**src/rtl/pt_walker.sv**
```systemverilog
module pt_walker (
  input  logic        clk,
  input  logic        rst_n,
  input  logic [31:0] dir_base,
  input  logic        req_valid,
  input  logic [31:0] req_vaddr,
  input  logic        req_write,
  output logic        busy,
  output logic        mem_rd,
  output logic [31:0] mem_addr,
  input  logic        mem_rvalid,
  input  logic [31:0] mem_rdata,
  input  logic        mem_rerr,
  output logic        rsp_valid,
  output logic [1:0]  rsp_kind,
  output logic [31:0] rsp_vaddr,
  output logic        rsp_write,
  output logic [31:0] rsp_paddr,
  output logic [7:0]  rsp_attr
);
  localparam int OFF_W = 12;
  localparam int IDX_W = 10;
  localparam logic [1:0] K_OK = 2'd0, K_PF = 2'd1, K_BUS = 2'd2;

  typedef enum logic [1:0] {S_IDLE, S_DIR, S_TBL} st_t;
  st_t st;
  logic [31:0] va;
  logic        wr;
  logic [31-OFF_W:0] tbase;
  logic        fin;
  logic [1:0]  kind;

  wire hit     = mem_rd && mem_rvalid;
  wire perm_ok = wr ? mem_rdata[2] : mem_rdata[1];

  assign busy   = st != S_IDLE;
  assign mem_rd = busy;
  assign mem_addr = (st == S_TBL)
    ? {tbase, {OFF_W{1'b0}}} + {{(32-IDX_W-2){1'b0}}, va[OFF_W+IDX_W-1:OFF_W], 2'b00}
    : dir_base + {{(32-IDX_W-2){1'b0}}, va[31:32-IDX_W], 2'b00};

  always_comb begin
    fin  = 1'b0;
    kind = K_OK;
    if (hit) begin
      if (mem_rerr) begin
        fin = 1'b1; kind = K_BUS;
      end else if (!mem_rdata[0]) begin
        fin = 1'b1; kind = K_PF;
      end else if (st == S_TBL) begin
        fin = 1'b1; kind = perm_ok ? K_OK : K_PF;
      end
    end
  end

  always_ff @(posedge clk) begin
    if (!rst_n) begin
      st        <= S_IDLE;
      va        <= '0;
      wr        <= 1'b0;
      tbase     <= '0;
      rsp_valid <= 1'b0;
      rsp_kind  <= K_OK;
      rsp_vaddr <= '0;
      rsp_write <= 1'b0;
      rsp_paddr <= '0;
      rsp_attr  <= '0;
    end else begin
      rsp_valid <= 1'b0;
      if (st == S_IDLE) begin
        if (req_valid) begin
          va <= req_vaddr;
          wr <= req_write;
          st <= S_DIR;
        end
      end else if (fin) begin
        st        <= S_IDLE;
        rsp_valid <= 1'b1;
        rsp_kind  <= kind;
        rsp_vaddr <= va;
        rsp_write <= wr;
        rsp_paddr <= (kind == K_OK) ? {mem_rdata[31:OFF_W], va[OFF_W-1:0]} : '0;
        rsp_attr  <= (kind == K_OK) ? mem_rdata[8:1] : '0;
      end else if (hit) begin
        tbase <= mem_rdata[31:OFF_W];
        st    <= S_TBL;
      end
    end
  end
endmodule

```
**config.mk**
```make
export PLATFORM = sky130hd
export DESIGN_NAME = pt_walker
export DESIGN_NICKNAME = d
export VERILOG_FILES = /design/src/rtl/pt_walker.sv
export SDC_FILE = /design/constraint.sdc
export NUM_CORES = 1
export LEC_CHECK = 0
export BUFFER_PORTS_ARGS = -buffer_cell sky130_fd_sc_hd__buf_2
export CORE_ASPECT_RATIO = 0.5
export CORE_UTILIZATION = 54
export CTS_BUF_LIST = sky130_fd_sc_hd__clkbuf_16
export DETAILED_ROUTE_END_ITERATION = 8
export PLACE_DENSITY = 0.89
export SKIP_LAST_GASP = 1
export SYNTH_ARGS = -nofsm -noshare
export SYNTH_HDL_FRONTEND = slang
export SYNTH_SLANG_ARGS = --single-unit
export TNS_END_PERCENT = 50
```
**constraint.sdc**
```tcl
create_clock -name clk -period 5.4 [get_ports clk]
set_input_delay 0.27 -clock clk [delete_from_list [all_inputs] [get_ports clk]]
set_output_delay 0.27 -clock clk [all_outputs]
set_load 0.05 [all_outputs]
```
==> impl_metrics.ini, run 1 <==
[run_status]
status = finished, final reports clean

[sta]
clock_skew_ns = 0.009812
finalCriticalPeriod_ns = 3.164
fmaxAchievable_ghz = 0.3161
finalMaxSlewViolations = 0
grt_setup_unrepaired = false
min_period_over_period_pct = 58.59
hold_ws_ns = 0.1043
worst_pin_slew_ns = 1.251
tns_ns = 0
slew_headroom_pct = 16.40
hold_viol = 0
setup_viol = 0

[critical_path]
r2r_end = rsp_paddr[15]$_SDFFE_PN0P_
timing.rr.start = st[0]$_SDFFE_PN0P_
critPathMaxFanout = 8
r2r_cells = 6
ff2ff_setup_slack_ns = 2.56
startpoint_type = register
setup.worst_path.end_class = output port
arrival_ns = 2.89
path_class = register to output port
crit_required_ns = 5.13

[placement]
portBuffers = 208
dp_cells = 1025
gp_congestion = 0.8822
hpwl_mm = 11.35
dpl_cell_area_mm2 = 0.007086

[yosys]
ys_seq_elements = 131
synthDistinctLibCells = 46
syn_area_mm2 = 0.006021
synth_fp_nets = 835
synth_area_leaders = dfxtp_1, nand2_1, a21boi_0
syn_avg_cell_area_um2 = 8.339
syn_inst = 722
synth_top_area_share_pct = 43.56
synth_top_area_cell = dfxtp_1
yosysSeqAreaShare_pct = 43.56
synth-warning-count = 0

[routing]
drt_iter0_drc = 476
wirelength_mm = 16.77
drt.antenna.violating_nets = 0
routedWlPerCell_um = 15.85
vias = 5853
drc = 0
viasPerCell = 5.532
dr.pass1.iters = 4

[global_route]
grt_use_met1_pct = 34.96
grt_usage_pct = 29.25
grt_pass1_wl_mm = 26.56
met2_usage_pct = 49.18
met3_usage_pct = 8.512
grt_pass1_vias = 5489
grt_remaining_overflow = 0
antenna_found_initial = 1
grt_max_degree = 132
gr-max-usage-layer = met2

[clock_network]
cts_setup_buffers = 0
htree_levels = 4
cts_resized = 0
clk_pin_slew_ns = 0.06
hold_buffers = 0
clock_latency_ns = 0.42
cts_tree = done
cts_root_buf = clkbuf_16
cts.sinks = 131
cts_max_path_buffers = 2
numCtsBuffers = 17

[power]
leakagePower_nw = 3.255
total_power_mw = 2.544
vdd_drop_max_v = 0.0002185
p_per_area_mw_per_mm2 = 331.4

[floorplanning]
core_mm2 = 0.01051
rows = 26
pin_count = 212
die_area_mm2 = 0.01160
initial_core_util_pct = 57.30
die_h_um = 76.67
die_w_um = 151.3

[layout]
multi_input_area_mm2 = 0.003191
final_layout_size_suffix_gt1_share_pct = 28.46
nNetsFinal = 1017
num-fill-cells = 792
final_area_mm2 = 0.007677
area_growth_pct = 27.51
stdcell_count = 1058
regArea_mm2 = 0.002623

[hold_path]
hold_start = req_vaddr[24]
hold_end = va[24]$_SDFFE_PN0P_
whs_path_depth = 3
hold_path.class = input port to register

[job]
drv_cap = 0
state kept, by name (all words and copies together), names as in the netlist:
register,flops
rsp_kind,2
rsp_write,1
rsp_valid,1
rsp_vaddr,32
rsp_paddr,32
tbase,20
rsp_attr,8
wr,1
va,32
st,2
cell usage in the layout (no fill, tap or decap), types with 3 or more instances in the layout:
cell / netlist / final
and3_1: 7 / 7
clkinvlp_4: 0 / 3
inv_6: 0 / 6
o21ai_1: 11 / 11
o21ai_0: 14 / 14
a21boi_1: 30 / 30
o211ai_1: 7 / 7
nor2b_1: 43 / 42
a21oi_1: 16 / 16
buf_2: 10 / 208
nor2_1: 16 / 15
a21boi_0: 59 / 59
xor2_1: 22 / 22
ha_1: 10 / 10
inv_8: 0 / 3
nand2_1: 205 / 205
a21o_1: 3 / 3
clkbuf_16: 0 / 17
buf_4: 1 / 6
o2111ai_1: 6 / 6
and2_1: 8 / 8
o31ai_1: 3 / 3
xnor2_1: 4 / 4
nand3_1: 5 / 5
dfxtp_1: 131 / 131
nand2b_1: 3 / 3
a22oi_1: 41 / 41
layer usage:
metal  routed length [um]  vias up
li1                     -     2820
met1                 6918     2744
met2                 7974      249
met3                 1388       40
met5                    0        -
met4                  489        0
logic make-up (layout without fill, tap and decap cells):
group	after synthesis	in the layout	synth area share, %
flops	131	131	43.56
fa+ha+maj	11	11	2.411
xor+xnor	26	26	3.782
simple gates	300	300	22.86
mux	1	1	0.1870
compound gates	199	199	23.57
buf+inv	54	249	3.637
other cells	0	1	0
power breakdown:
part           internal [mW]  switching, mW
clock network          0.656          0.491
registers              0.992         0.0175
logic                  0.115          0.273
total                   1.76          0.781
critical path: stages, from the launching register on:
cell and delay, ns:
dfxtp_1 0.35, ha_1 0.19, fa_1 0.24, a21oi_2 0.08, nand4b_4 0.21, a21oi_4 0.32
nor2_2 0.11, or4_1 0.51, a31oi_1 0.16, buf_2 0.29
area by class of cell:
cell class	count	area share [%]
inverters	3	0.1467
well taps	140	2.282
multi-input cells	537	41.56
flip-flops and latches	131	34.16
clock inverters	15	2.135
repair buffers	214	14.15
clock buffers	17	5.541
diodes	1	0.03259
how the worst max path moves through the flow:
| stage | startpoint | end | slack [ns] | cells after the start |
|---|---|---|---|---|
| final | va[22]$_SDFFE_PN0P_ | mem_addr[28] | 2.24 | 9 |
| after global routing | va[22]$_SDFFE_PN0P_ | mem_addr[28] | 2.09 | 9 |
| after CTS | va[22]$_SDFFE_PN0P_ | mem_addr[28] | 2.24 | 9 |
| after detailed placement | st[0]$_SDFFE_PN0P_ | rsp_paddr[15]$_SDFFE_PN0P_ | 2.58 | 6 |
| after global placement | st[0]$_SDFFE_PN0P_ | rsp_paddr[15]$_SDFFE_PN0P_ | 2.64 | 6 |
| after floorplan | va[22]$_SDFFE_PN0P_ | mem_addr[14] | 2.44 | 8 |
synth_stat cells, drive strengths merged:
master,instances
a22oi,41
o2111ai,6
nand4,2
nand4b,1
o211ai,7
nor3,3
or4,2
a21oi,19
ha,10
and2,8
xor2,22
o31ai,3
inv,3
a31oi,2
o21ai,26
dfxtp,131
and3,7
fa,1
clkbuf,39
nand3,5
nand2b,3
and4,1
and3b,1
o211a,1
a21boi,89
a21o,3
nor2b,43
or2,1
and2b,1
mux2,1
nand2,205
buf,12
o21bai,2
nor2,17
xnor2,4
metrics by stage:
step           utilization, %  worst slack [ns]
2_1_floorplan               -             2.443
3_3_place_gp            67.43             2.645
3_5_place_dp            67.43             2.583
4_1_cts                 73.04             2.240
5_1_grt                 73.07             2.087
6_report                73.07             2.236
No activity file was read; power rests on OpenSTA's default activity.
==> run 2, diff against run 1 <==
Settings changed: CORE_UTILIZATION 54 to 50, PLACE_DENSITY 0.89 to 0.83.
Clock period 5.4 ns to 3.1 ns, I/O delays scaled along.
==> run 2 against run 1 <==
Compared with the run above:
- the run now ends with hold timing left
- via count increased by 1.0%
- cell area increased by 4.9%
- register-to-register slack got worse by 1.4 ns
- largest power group unchanged
- clock skew increased by 0.0017 ns
- power increased by 74%
- critical endpoint unchanged
- setup slack got worse by 2.1 ns
==> impl_metrics.ini, run 2 (synthesis gave the netlist of run 1 again) <==
[power]
pwr-share-clk_pct = 44.1
swShare_pct = 31.70
seqPwrFrac_pct = 39.8
switchingPower_mw = 1.402
leakagePower_nw = 3.411
pwr-share-comb_pct = 16.1
vdd_drop_max_v = 0.0003250
p_per_area_mw_per_mm2 = 549.3
total_power_mw = 4.423
p_int_mw = 3.021

[floorplanning]
die_w_um = 157.2
die_h_um = 79.60
core_mm2 = 0.01135
die_area_mm2 = 0.01251
initial_core_util_pct = 53.04
rows = 27
pin_count = 212

[layout]
mostFrequentLayoutCells = buf_2, nand2_1, dfxtp_1, a21boi_0, nor2b_1
final_common_cell = buf_2
num-fill-cells = 888
nNetsFinal = 1054
area_growth_pct = 33.73
reg.largest.list = rsp_paddr x32, rsp_vaddr x32, va x32
final_layout_size_suffix_gt1_share_pct = 28.09

[job]
drv_cap = 0

[critical_path]
setup.worst_path.end_class = output port
path_class = register to output port
r2r_cells = 8
r2r_end = rsp_paddr[25]$_SDFFE_PN0P_
ff2ff_setup_slack_ns = 1.12
critPathMaxFanout = 5
startpoint_type = register
crit_required_ns = 2.94
arrival_ns = 2.82
timing.rr.start = st[0]$_SDFFE_PN0P_

[sta]
slew_headroom_pct = 36.34
finalCriticalPeriod_ns = 2.975
grt_setup_unrepaired = false
fmaxAchievable_ghz = 0.3362
clock_skew_ns = 0.01152
finalMaxSlewViolations = 0
hold_viol = 1
hold_ws_ns = -0.0002377
tns_ns = 0
setup_viol = 0
min_period_over_period_pct = 95.96
worst_pin_slew_ns = 0.9550

[run_status]
status = finished, violations left
failed_checks = hold timing

[global_route]
grt_max_degree = 69
grt_remaining_overflow = 0
antenna_found_initial = 0
grt_pass1_wl_mm = 26.60
grt_pass1_vias = 5484
grt_usage_pct = 27.71

[clock_network]
htree_levels = 4
cts_tree = done
cts.sinks = 131
numCtsBuffers = 17
cts_max_path_buffers = 2
clk_pin_slew_ns = 0.07
cts_root_buf = clkbuf_16
clock_latency_ns = 0.42

[routing]
drt.antenna.violating_nets = 0
drt_iter0_drc = 532
dr.pass1.iters = 5
routedWlPerCell_um = 15.47
drc = 0
vias = 5914
wirelength_mm = 17.24
viasPerCell = 5.309

[placement]
gp_congestion = 0.8746
portBuffers = 208
hpwl_mm = 11.61

[hold_path]
hold_path.class = input port to register
whs_path_depth = 3
hold_start = req_vaddr[7]
hold_end = va[7]$_SDFFE_PN0P_
run 2: changes by cell type in the layout (fill, tap and decap cells not counted), sizes merged:
cell and delta:
buf +5, dlygate4sd3 +31, clkinv +1, clkbuf +1, bufinv -1
run 2: worst max path at each step:
stage,from,end,cells after the start
floorplan,va[22]$_SDFFE_PN0P_,mem_addr[14],8
CTS,va[22]$_SDFFE_PN0P_,mem_addr[28],9
global placement,va[22]$_SDFFE_PN0P_,mem_addr[28],9
global route,va[25]$_SDFFE_PN0P_,mem_addr[13],8
finish,va[22]$_SDFFE_PN0P_,mem_addr[28],9
detailed placement,va[22]$_SDFFE_PN0P_,mem_addr[28],9
run 2: repair_timing:
action / in CTS / in global routing
gates resized for setup: 0 / 2
hold buffers: 31 / 0
setup buffers: 0 / 2
hold endpoints to repair: 31 / 0
setup endpoints to repair: 0 / 10
run 2: metal layers:
metal  global-route usage, %  wire length [um]
met2                   47.52              8197
met5                       0                 0
met3                   7.655              1228
met1                   33.11              7475
met4                   10.78               334
run 2: final cells by class:
class	count	area, um2	share of cell area [%]
clock inverters	15	140.1	1.740
flip-flops and latches	131	2623	32.57
well taps	159	198.9	2.471
diodes	1	2.502	0.03108
inverters	3	11.26	0.1399
repair buffers	251	1456	18.09
clock buffers	17	425.4	5.284
multi-input cells	537	3194	39.67
run 2: power by group through the flow:
| stage | combinational, mW | clock (mW) | sequential (mW) |
|---|---|---|---|
| floorplan | 0.423 | 0 | 1.84 |
| global placement | 0.668 | 0 | 1.79 |
| detailed placement | 0.675 | 0 | 1.80 |
| CTS | 0.710 | 1.97 | 1.76 |
| global route | 0.762 | 2.04 | 1.76 |
| finish | 0.714 | 1.95 | 1.76 |
run 2: per-stage QoR:
step / area, um2 / std cells / worst slack [ns] / util, % / hold WS, ns
after global routing: 8049 / 1113 / 0.005832 / 70.91 / 0.01240
after CTS: 8028 / 1111 / 0.04662 / 70.72 / 0.0003359
after floorplan: 6021 / 722 / 0.2585 / - / 0.2999
after global placement: 7152 / 1048 / 0.5474 / 63.01 / 0.4081
final: 8051 / 1114 / 0.1251 / 70.93 / -0.0002377
after detailed placement: 7152 / 1048 / 0.5145 / 63.01 / 0.4124
run 2: critical path, cell delays in order, from the launching register on:
cell and delay, ns:
dfxtp_1 0.35, ha_1 0.19, fa_1 0.23, a21oi_2 0.08
nand4b_4 0.20, a21oi_4 0.23, nor2_2 0.10, or4_1 0.52
a31oi_1 0.20, buf_2 0.29
